[config.mk]
export PLATFORM = sky130hd
export DESIGN_NAME = rmw_flag_unit
export DESIGN_NICKNAME = d
export VERILOG_FILES = /design/src/rtl/rmw_pkg.sv /design/src/rtl/rmw_shift_unit.sv /design/src/rtl/rmw_step_unit.sv /design/src/rtl/rmw_bit_unit.sv /design/src/rtl/rmw_flag_unit.sv
export SDC_FILE = /design/constraint.sdc
export NUM_CORES = 1
export LEC_CHECK = 0
export BUFFER_PORTS_ARGS = -buffer_cell sky130_fd_sc_hd__buf_4
export CELL_PAD_IN_SITES_DETAIL_PLACEMENT = 1
export CELL_PAD_IN_SITES_GLOBAL_PLACEMENT = 1
export CORE_MARGIN = 4
export CORE_UTILIZATION = 40
export CTS_BUF_LIST = sky130_fd_sc_hd__clkbuf_8
export CTS_CLUSTER_SIZE = 14
export DETAILED_ROUTE_END_ITERATION = 10
export GPL_ROUTABILITY_DRIVEN = 0
export PLACE_DENSITY_LB_ADDON = 0.1
export SYNTH_ARGS = -nofsm -noshare
export SYNTH_HDL_FRONTEND = slang
export SYNTH_HIERARCHICAL = 1
export SYNTH_SLANG_ARGS = --single-unit
export TNS_END_PERCENT = 30
[constraint.sdc]
create_clock -name clk -period 1.1 [get_ports clk]
set_input_delay 0.11 -clock clk [delete_from_list [all_inputs] [get_ports clk]]
set_output_delay 0.11 -clock clk [all_outputs]
set_load 0.005 [all_outputs]
[src/rtl/rmw_pkg.sv]
package rmw_pkg;
  localparam int unsigned DATA_W = 8;
  localparam int unsigned OP_W   = 3;

  typedef enum logic [OP_W-1:0] {
    OP_SHL  = 3'd0,
    OP_ROR  = 3'd1,
    OP_DEC  = 3'd2,
    OP_INC  = 3'd3,
    OP_BTST = 3'd4
  } rmw_op_e;

  typedef struct packed {
    logic n;
    logic v;
    logic z;
    logic c;
  } rmw_flags_t;
endpackage

[src/rtl/rmw_shift_unit.sv]
module rmw_shift_unit #(
  parameter int unsigned W = 8
) (
  input  logic         rotate,
  input  logic [W-1:0] operand,
  input  logic         carry_in,
  output logic [W-1:0] result,
  output logic         carry_out
);
  always_comb begin
    if (rotate) begin
      result    = {carry_in, operand[W-1:1]};
      carry_out = operand[0];
    end else begin
      result    = {operand[W-2:0], 1'b0};
      carry_out = operand[W-1];
    end
  end

  always_comb begin
    if (!rotate) assert (result[0] == 1'b0) else $error("a_r3_shl_clears_lsb");
  end
endmodule

[src/rtl/rmw_step_unit.sv]
module rmw_step_unit #(
  parameter int unsigned W = 8
) (
  input  logic         down,
  input  logic [W-1:0] operand,
  output logic [W-1:0] result
);
  localparam logic [W-1:0] ONE = {{(W-1){1'b0}}, 1'b1};

  always_comb begin
    if (down) result = operand - ONE;
    else      result = operand + ONE;
  end
endmodule

[src/rtl/rmw_bit_unit.sv]
module rmw_bit_unit #(
  parameter int unsigned W = 8
) (
  input  logic [W-1:0] operand,
  input  logic [W-1:0] acc,
  output logic         n_out,
  output logic         v_out,
  output logic         z_out
);
  always_comb begin
    n_out = operand[W-1];
    v_out = operand[W-2];
    z_out = ((operand & acc) == '0);
  end
endmodule

[src/rtl/rmw_flag_unit.sv]
module rmw_flag_unit
  import rmw_pkg::*;
#(
  parameter int unsigned W = DATA_W
) (
  input  logic         clk,
  input  logic         rst_n,
  input  logic         req_valid,
  input  logic [2:0]   req_op,
  input  logic [W-1:0] mem_in,
  input  logic [W-1:0] acc_in,
  input  logic         flag_n_in,
  input  logic         flag_v_in,
  input  logic         flag_z_in,
  input  logic         flag_c_in,
  output logic         res_valid,
  output logic [W-1:0] res_data,
  output logic         res_we,
  output logic         flag_n_out,
  output logic         flag_v_out,
  output logic         flag_z_out,
  output logic         flag_c_out
);
  logic [W-1:0] sh_res, st_res;
  logic         sh_c;
  logic         bt_n, bt_v, bt_z;
  logic         is_ror, is_dec;

  logic [W-1:0] data_d, data_q;
  logic         we_d, we_q, valid_q;
  rmw_flags_t   flags_in, flags_d, flags_q;

  assign is_ror   = (req_op == OP_ROR);
  assign is_dec   = (req_op == OP_DEC);
  assign flags_in = '{n: flag_n_in, v: flag_v_in, z: flag_z_in, c: flag_c_in};

  rmw_shift_unit #(.W(W)) u_shift (
    .rotate(is_ror), .operand(mem_in), .carry_in(flag_c_in),
    .result(sh_res), .carry_out(sh_c)
  );

  rmw_step_unit #(.W(W)) u_step (
    .down(is_dec), .operand(mem_in), .result(st_res)
  );

  rmw_bit_unit #(.W(W)) u_bit (
    .operand(mem_in), .acc(acc_in),
    .n_out(bt_n), .v_out(bt_v), .z_out(bt_z)
  );

  // next-state decode
  always_comb begin
    data_d  = mem_in;
    we_d    = 1'b0;
    flags_d = flags_in;
    case (req_op)
      OP_SHL, OP_ROR: begin
        data_d    = sh_res;
        we_d      = 1'b1;
        flags_d.n = sh_res[W-1];
        flags_d.z = (sh_res == '0);
        flags_d.c = sh_c;
      end
      OP_DEC, OP_INC: begin
        data_d    = st_res;
        we_d      = 1'b1;
        flags_d.n = st_res[W-1];
        flags_d.z = (st_res == '0);
      end
      OP_BTST: begin
        flags_d.n = bt_n;
        flags_d.v = bt_v;
        flags_d.z = bt_z;
      end
      default: ;
    endcase
  end

  // registers
  always_ff @(posedge clk or negedge rst_n) begin
    if (!rst_n) begin
      valid_q <= 1'b0;
      we_q    <= 1'b0;
      data_q  <= '0;
      flags_q <= '0;
    end else begin
      valid_q <= req_valid;
      we_q    <= req_valid & we_d;
      if (req_valid) begin
        data_q  <= data_d;
        flags_q <= flags_d;
      end
    end
  end

  assign res_valid  = valid_q;
  assign res_we     = we_q;
  assign res_data   = data_q;
  assign flag_n_out = flags_q.n;
  assign flag_v_out = flags_q.v;
  assign flag_z_out = flags_q.z;
  assign flag_c_out = flags_q.c;

  a_r2_strobe_follows: assert property (@(posedge clk) disable iff (!rst_n)
    req_valid |=> res_valid);
  a_r2_no_spurious_strobe: assert property (@(posedge clk) disable iff (!rst_n)
    !req_valid |=> !res_valid);
  a_r3_shl_carry: assert property (@(posedge clk) disable iff (!rst_n)
    (req_valid && req_op == OP_SHL) |=> (!res_data[0] && flag_c_out == $past(mem_in[W-1])));
  a_r4_ror_msb: assert property (@(posedge clk) disable iff (!rst_n)
    (req_valid && req_op == OP_ROR) |=> (res_data[W-1] == $past(flag_c_in) && flag_c_out == $past(mem_in[0])));
  a_r5_step_keeps_cv: assert property (@(posedge clk) disable iff (!rst_n)
    (req_valid && (req_op == OP_DEC || req_op == OP_INC)) |=>
      (flag_c_out == $past(flag_c_in) && flag_v_out == $past(flag_v_in) && res_we));
  a_r7_btst_no_write: assert property (@(posedge clk) disable iff (!rst_n)
    (req_valid && req_op == OP_BTST) |=> (!res_we && res_data == $past(mem_in)));
  a_r8_undef_passthru: assert property (@(posedge clk) disable iff (!rst_n)
    (req_valid && req_op > OP_BTST) |=>
      (!res_we && {flag_n_out, flag_v_out, flag_z_out, flag_c_out} ==
                  $past({flag_n_in, flag_v_in, flag_z_in, flag_c_in})));
  a_r9_idle_hold: assert property (@(posedge clk) disable iff (!rst_n)
    !req_valid |=> (!res_we && $stable(res_data) && $stable(flag_z_out)));
endmodule

==> impl_metrics.json <==
{
  "layout_worst_path_cycle_share_pct": 186,
  "io_buffer_count": 39,
  "area_overhead_of_the_layout_relative_to_synthesis_pct": 58.8,
  "critical_path_required_ns": 1.26,
  "finalWirelength_um": 6430,
  "synth_compound_area_share_pct": 19.5,
  "numCtsBuffers": 3,
  "multi_input_comb_area_um2": 1050,
  "start_util_pct": 42.9,
  "critPathKind": "primary input to register",
  "route.detailed.wl_per_inst_um": 25.5,
  "detail-route-antenna-nets": 0,
  "synth_top_family_by_area": "multiplexers",
  "yosysSeqAreaShare_pct": 26.1,
  "worst_setup_startpoint": "req_op[0]",
  "global_route.overflow_total": 0,
  "antenna_cells": 0,
  "worst_clock_skew_ns": 0,
  "yosys.cell_types.count": 47,
  "start_of_the_worst_register_to_register_path": "flag_z_out$_DFFE_PN0P_",
  "start_kind": "primary input",
  "core.rowCount": 20,
  "clock.fmax_ghz": 0.489,
  "pin_count": 40,
  "cts_tree": "done",
  "sequential_cell_area_um2": 350,
  "synth-edff-count": 0,
  "initial_antenna_violation_count": 0,
  "slew_headroom_pct": 70.9,
  "syn-instance-count": 140,
  "fp.dieW_um": 65.9,
  "first_iter_violations": 109,
  "layout.filler_cells": 329,
  "grt_start_max_net_pins": 21,
  "remaining_drc_errors": 0,
  "clkLatencyLatePin_ns": 0.24,
  "final.min_clock_period_ns": 2.04,
  "final_layout_net_count": 243,
  "met3RoutedLength_um": 315,
  "outcome": "complete, but fails checks",
  "setup_ws_ns": -0.943,
  "met2RoutedLength_um": 3300,
  "synth_fp_nets": 173,
  "die_y_um": 65.9,
  "grt_pass1_vias": 1674,
  "violations_in_the_final_reports": "setup timing",
  "clk_pin_slew_ns": 0.06,
  "cts.htree.levels": 1,
  "fin_tns_setup_ns": -7.35,
  "design.die.area_um2": 4350,
  "rsz_0062_raised_after_global_routing": "yes",
  "yosys_warnings": 6,
  "pwr_density_cell_nw_per_um2": 930,
  "vias_per_cell": 6.13,
  "grt_usage_pct": 27.6,
  "dr.pass1.iters": 4,
  "end_kind": "register",
  "synthXorXnorAreaFrac_pct": 2.61,
  "post_synth.cell_area_avg_um2": 9.59,
  "power.leakage_nw": 0.993,
  "hold_path_start": "req_valid",
  "synth-adder-area-share_pct": 7.08,
  "yosys.area_share.simple_pct": 14.8,
  "design.core.area_um2": 3130,
  "num_vias": 1544,
  "report.final.setup_viol": 11,
  "report.final.slew_viol_count": 0,
  "placement.cell_area_um2": 1840,
  "maxUsedRoutingLayer": "met4",
  "final_instance_area_um2": 2130,
  "maxCapViolations": 0,
  "yosys-mux-area-fraction_pct": 21.5,
  "irDropWorstVdd_mv": 0.857,
  "async_reset_ff_share_pct": 100,
  "syn-cell-area_um2": 1340,
  "drive_above_1_share_pct": 56.3,
  "crit_path_max_fanout": 8,
  "transition_time_of_the_tightest_slew_check_pin_ns": 0.432,
  "detailed_place_hpwl_um": 3650,
  "finalHoldViolCount": 0,
  "synthFlopType": "dfrtp_1",
  "post-route-util_pct": 68.2,
  "crit_arrival_ns": 2.20,
  "route.layer.met1.wl_um": 2410,
  "synth_seq_cells": 14,
  "numPlacedInstances": 241,
  "global_route_wire_length_before_repair_um": 8860,
  "total_number_of_clock_tree_sinks": 14,
  "hp-class": "primary input to register",
  "clock_tree.buffer_depth": 2,
  "fin_cells": 252,
  "cts_root_buffer": "clkbuf_8"
}
==> per-layer routing <==
layer	vias up	GRT usage, %
li1	654	-
met1	785	27.6
met2	71	50.9
met3	34	7.14
met4	0	16.2
met5	-	0
==> registers in the layout (all words and copies together), names as in the netlist <==
| register | cells |
|---|---|
| res_data | 8 |
| flag_z_out | 1 |
| flag_v_out | 1 |
| flag_c_out | 1 |
| res_we | 1 |
| res_valid | 1 |
| flag_n_out | 1 |
==> report_power, final <==
| group | switching (mW) | leakage, nW | internal [mW] |
|---|---|---|---|
| Clock | 0.188 | 0.0216 | 0.243 |
| Combinational | 0.443 | 0.804 | 0.489 |
| Sequential | 0.0397 | 0.167 | 0.580 |
| Total | 0.671 | 0.993 | 1.31 |
==> worst max-delay path, stage by stage <==
cell and delay [ns]:
buf_8 0.10, nor3b_4 0.20, buf_6 0.19, ha_4 0.23, nor2b_4 0.14, o21ai_0 0.36
a21oi_1 0.21, nor4_1 0.30, nand4_1 0.15, a31oi_1 0.20
==> cell usage after synthesis, types with 2 or more instances <==
cell type,number,area share (%)
dfrtp_1,14,26
mux2i_1,9,6.7
nand2_1,9,2.5
o21ai_0,9,3.4
mux2_4,8,8.9
a21oi_1,7,2.6
inv_1,7,2.0
mux2_2,7,5.9
ha_1,6,5.6
nor2_1,6,1.7
a22oi_1,4,2.2
nor4_1,4,1.9
buf_6,3,2.5
o211ai_1,3,1.7
a31oi_1,2,0.93
buf_2,2,0.75
buf_4,2,1.1
clkbuf_8,2,2.1
nand2b_1,2,0.93
nand3_1,2,0.75
nor2b_1,2,0.93
nor3b_1,2,1.1
o21a_1,2,1.1
xnor2_1,2,1.3
xor2_1,2,1.3
==> what timing repair did <==
action,in CTS,in global routing
endpoints found under the hold margin,14,0
pin swaps,13,12
resized for setup,24,14
setup endpoints to repair,11,11
hold buffers,1,0
buffers inserted,3,4
==> final timing paths <==
check	to	slack (ns)	cells past startpoint
worst max-delay path	flag_z_out$_DFFE_PN0P_	-0.94	10
worst min-delay path	res_valid$_DFF_PN0_	0.14	1
worst max register to register	flag_z_out$_DFFE_PN0P_	0.09	3
worst min register to register	res_data[0]$_DFFE_PN0P_	0.51	1
max in group asynchronous	res_data[3]$_DFFE_PN0P_	0.66	2
min in group asynchronous	flag_n_out$_DFFE_PN0P_	0.25	2
==> stage by stage <==
step                      hold WS [ns]  worst slack (ns)  power [mW]
after detailed placement       -0.0293             -1.12        1.35
final                            0.135            -0.943        1.98
after CTS                        0.116            -0.760        1.84
after floorplan                 -0.186             -1.03       0.992
after global routing             0.128            -0.980        2.07
after global placement         -0.0327            -0.962        1.31
==> layout make-up <==
type                    instances  area share (%)
multi-input cells             110            49.1
clock buffers                   3            1.94
well taps                      44            2.58
flip-flops and latches         14            16.4
inverters                       7            1.35
repair buffers                 74            28.6
==> logic make-up (layout without fill, tap and decap cells) <==
kind of cell	count (synthesis)	after routing
compound gates	39	39
simple gates	36	36
mux	24	24
buf+inv	16	84
flops	14	14
fa+ha+maj	7	7
xor+xnor	4	4
==> placed cells by master, fill, tap and decap left out, drive strengths merged, types with 4 or more instances in the layout <==
| cell | netlist | layout |
|---|---|---|
| dfrtp | 14 | 14 |
| mux2 | 15 | 15 |
| buf | 7 | 73 |
| inv | 7 | 7 |
| mux2i | 9 | 9 |
| nand2 | 9 | 9 |
| a21oi | 7 | 7 |
| o21ai | 9 | 9 |
| a22oi | 4 | 4 |
| ha | 6 | 6 |
| nor2 | 6 | 6 |
| nor4 | 4 | 4 |
Note: power is estimated with default switching activity, not from simulation.
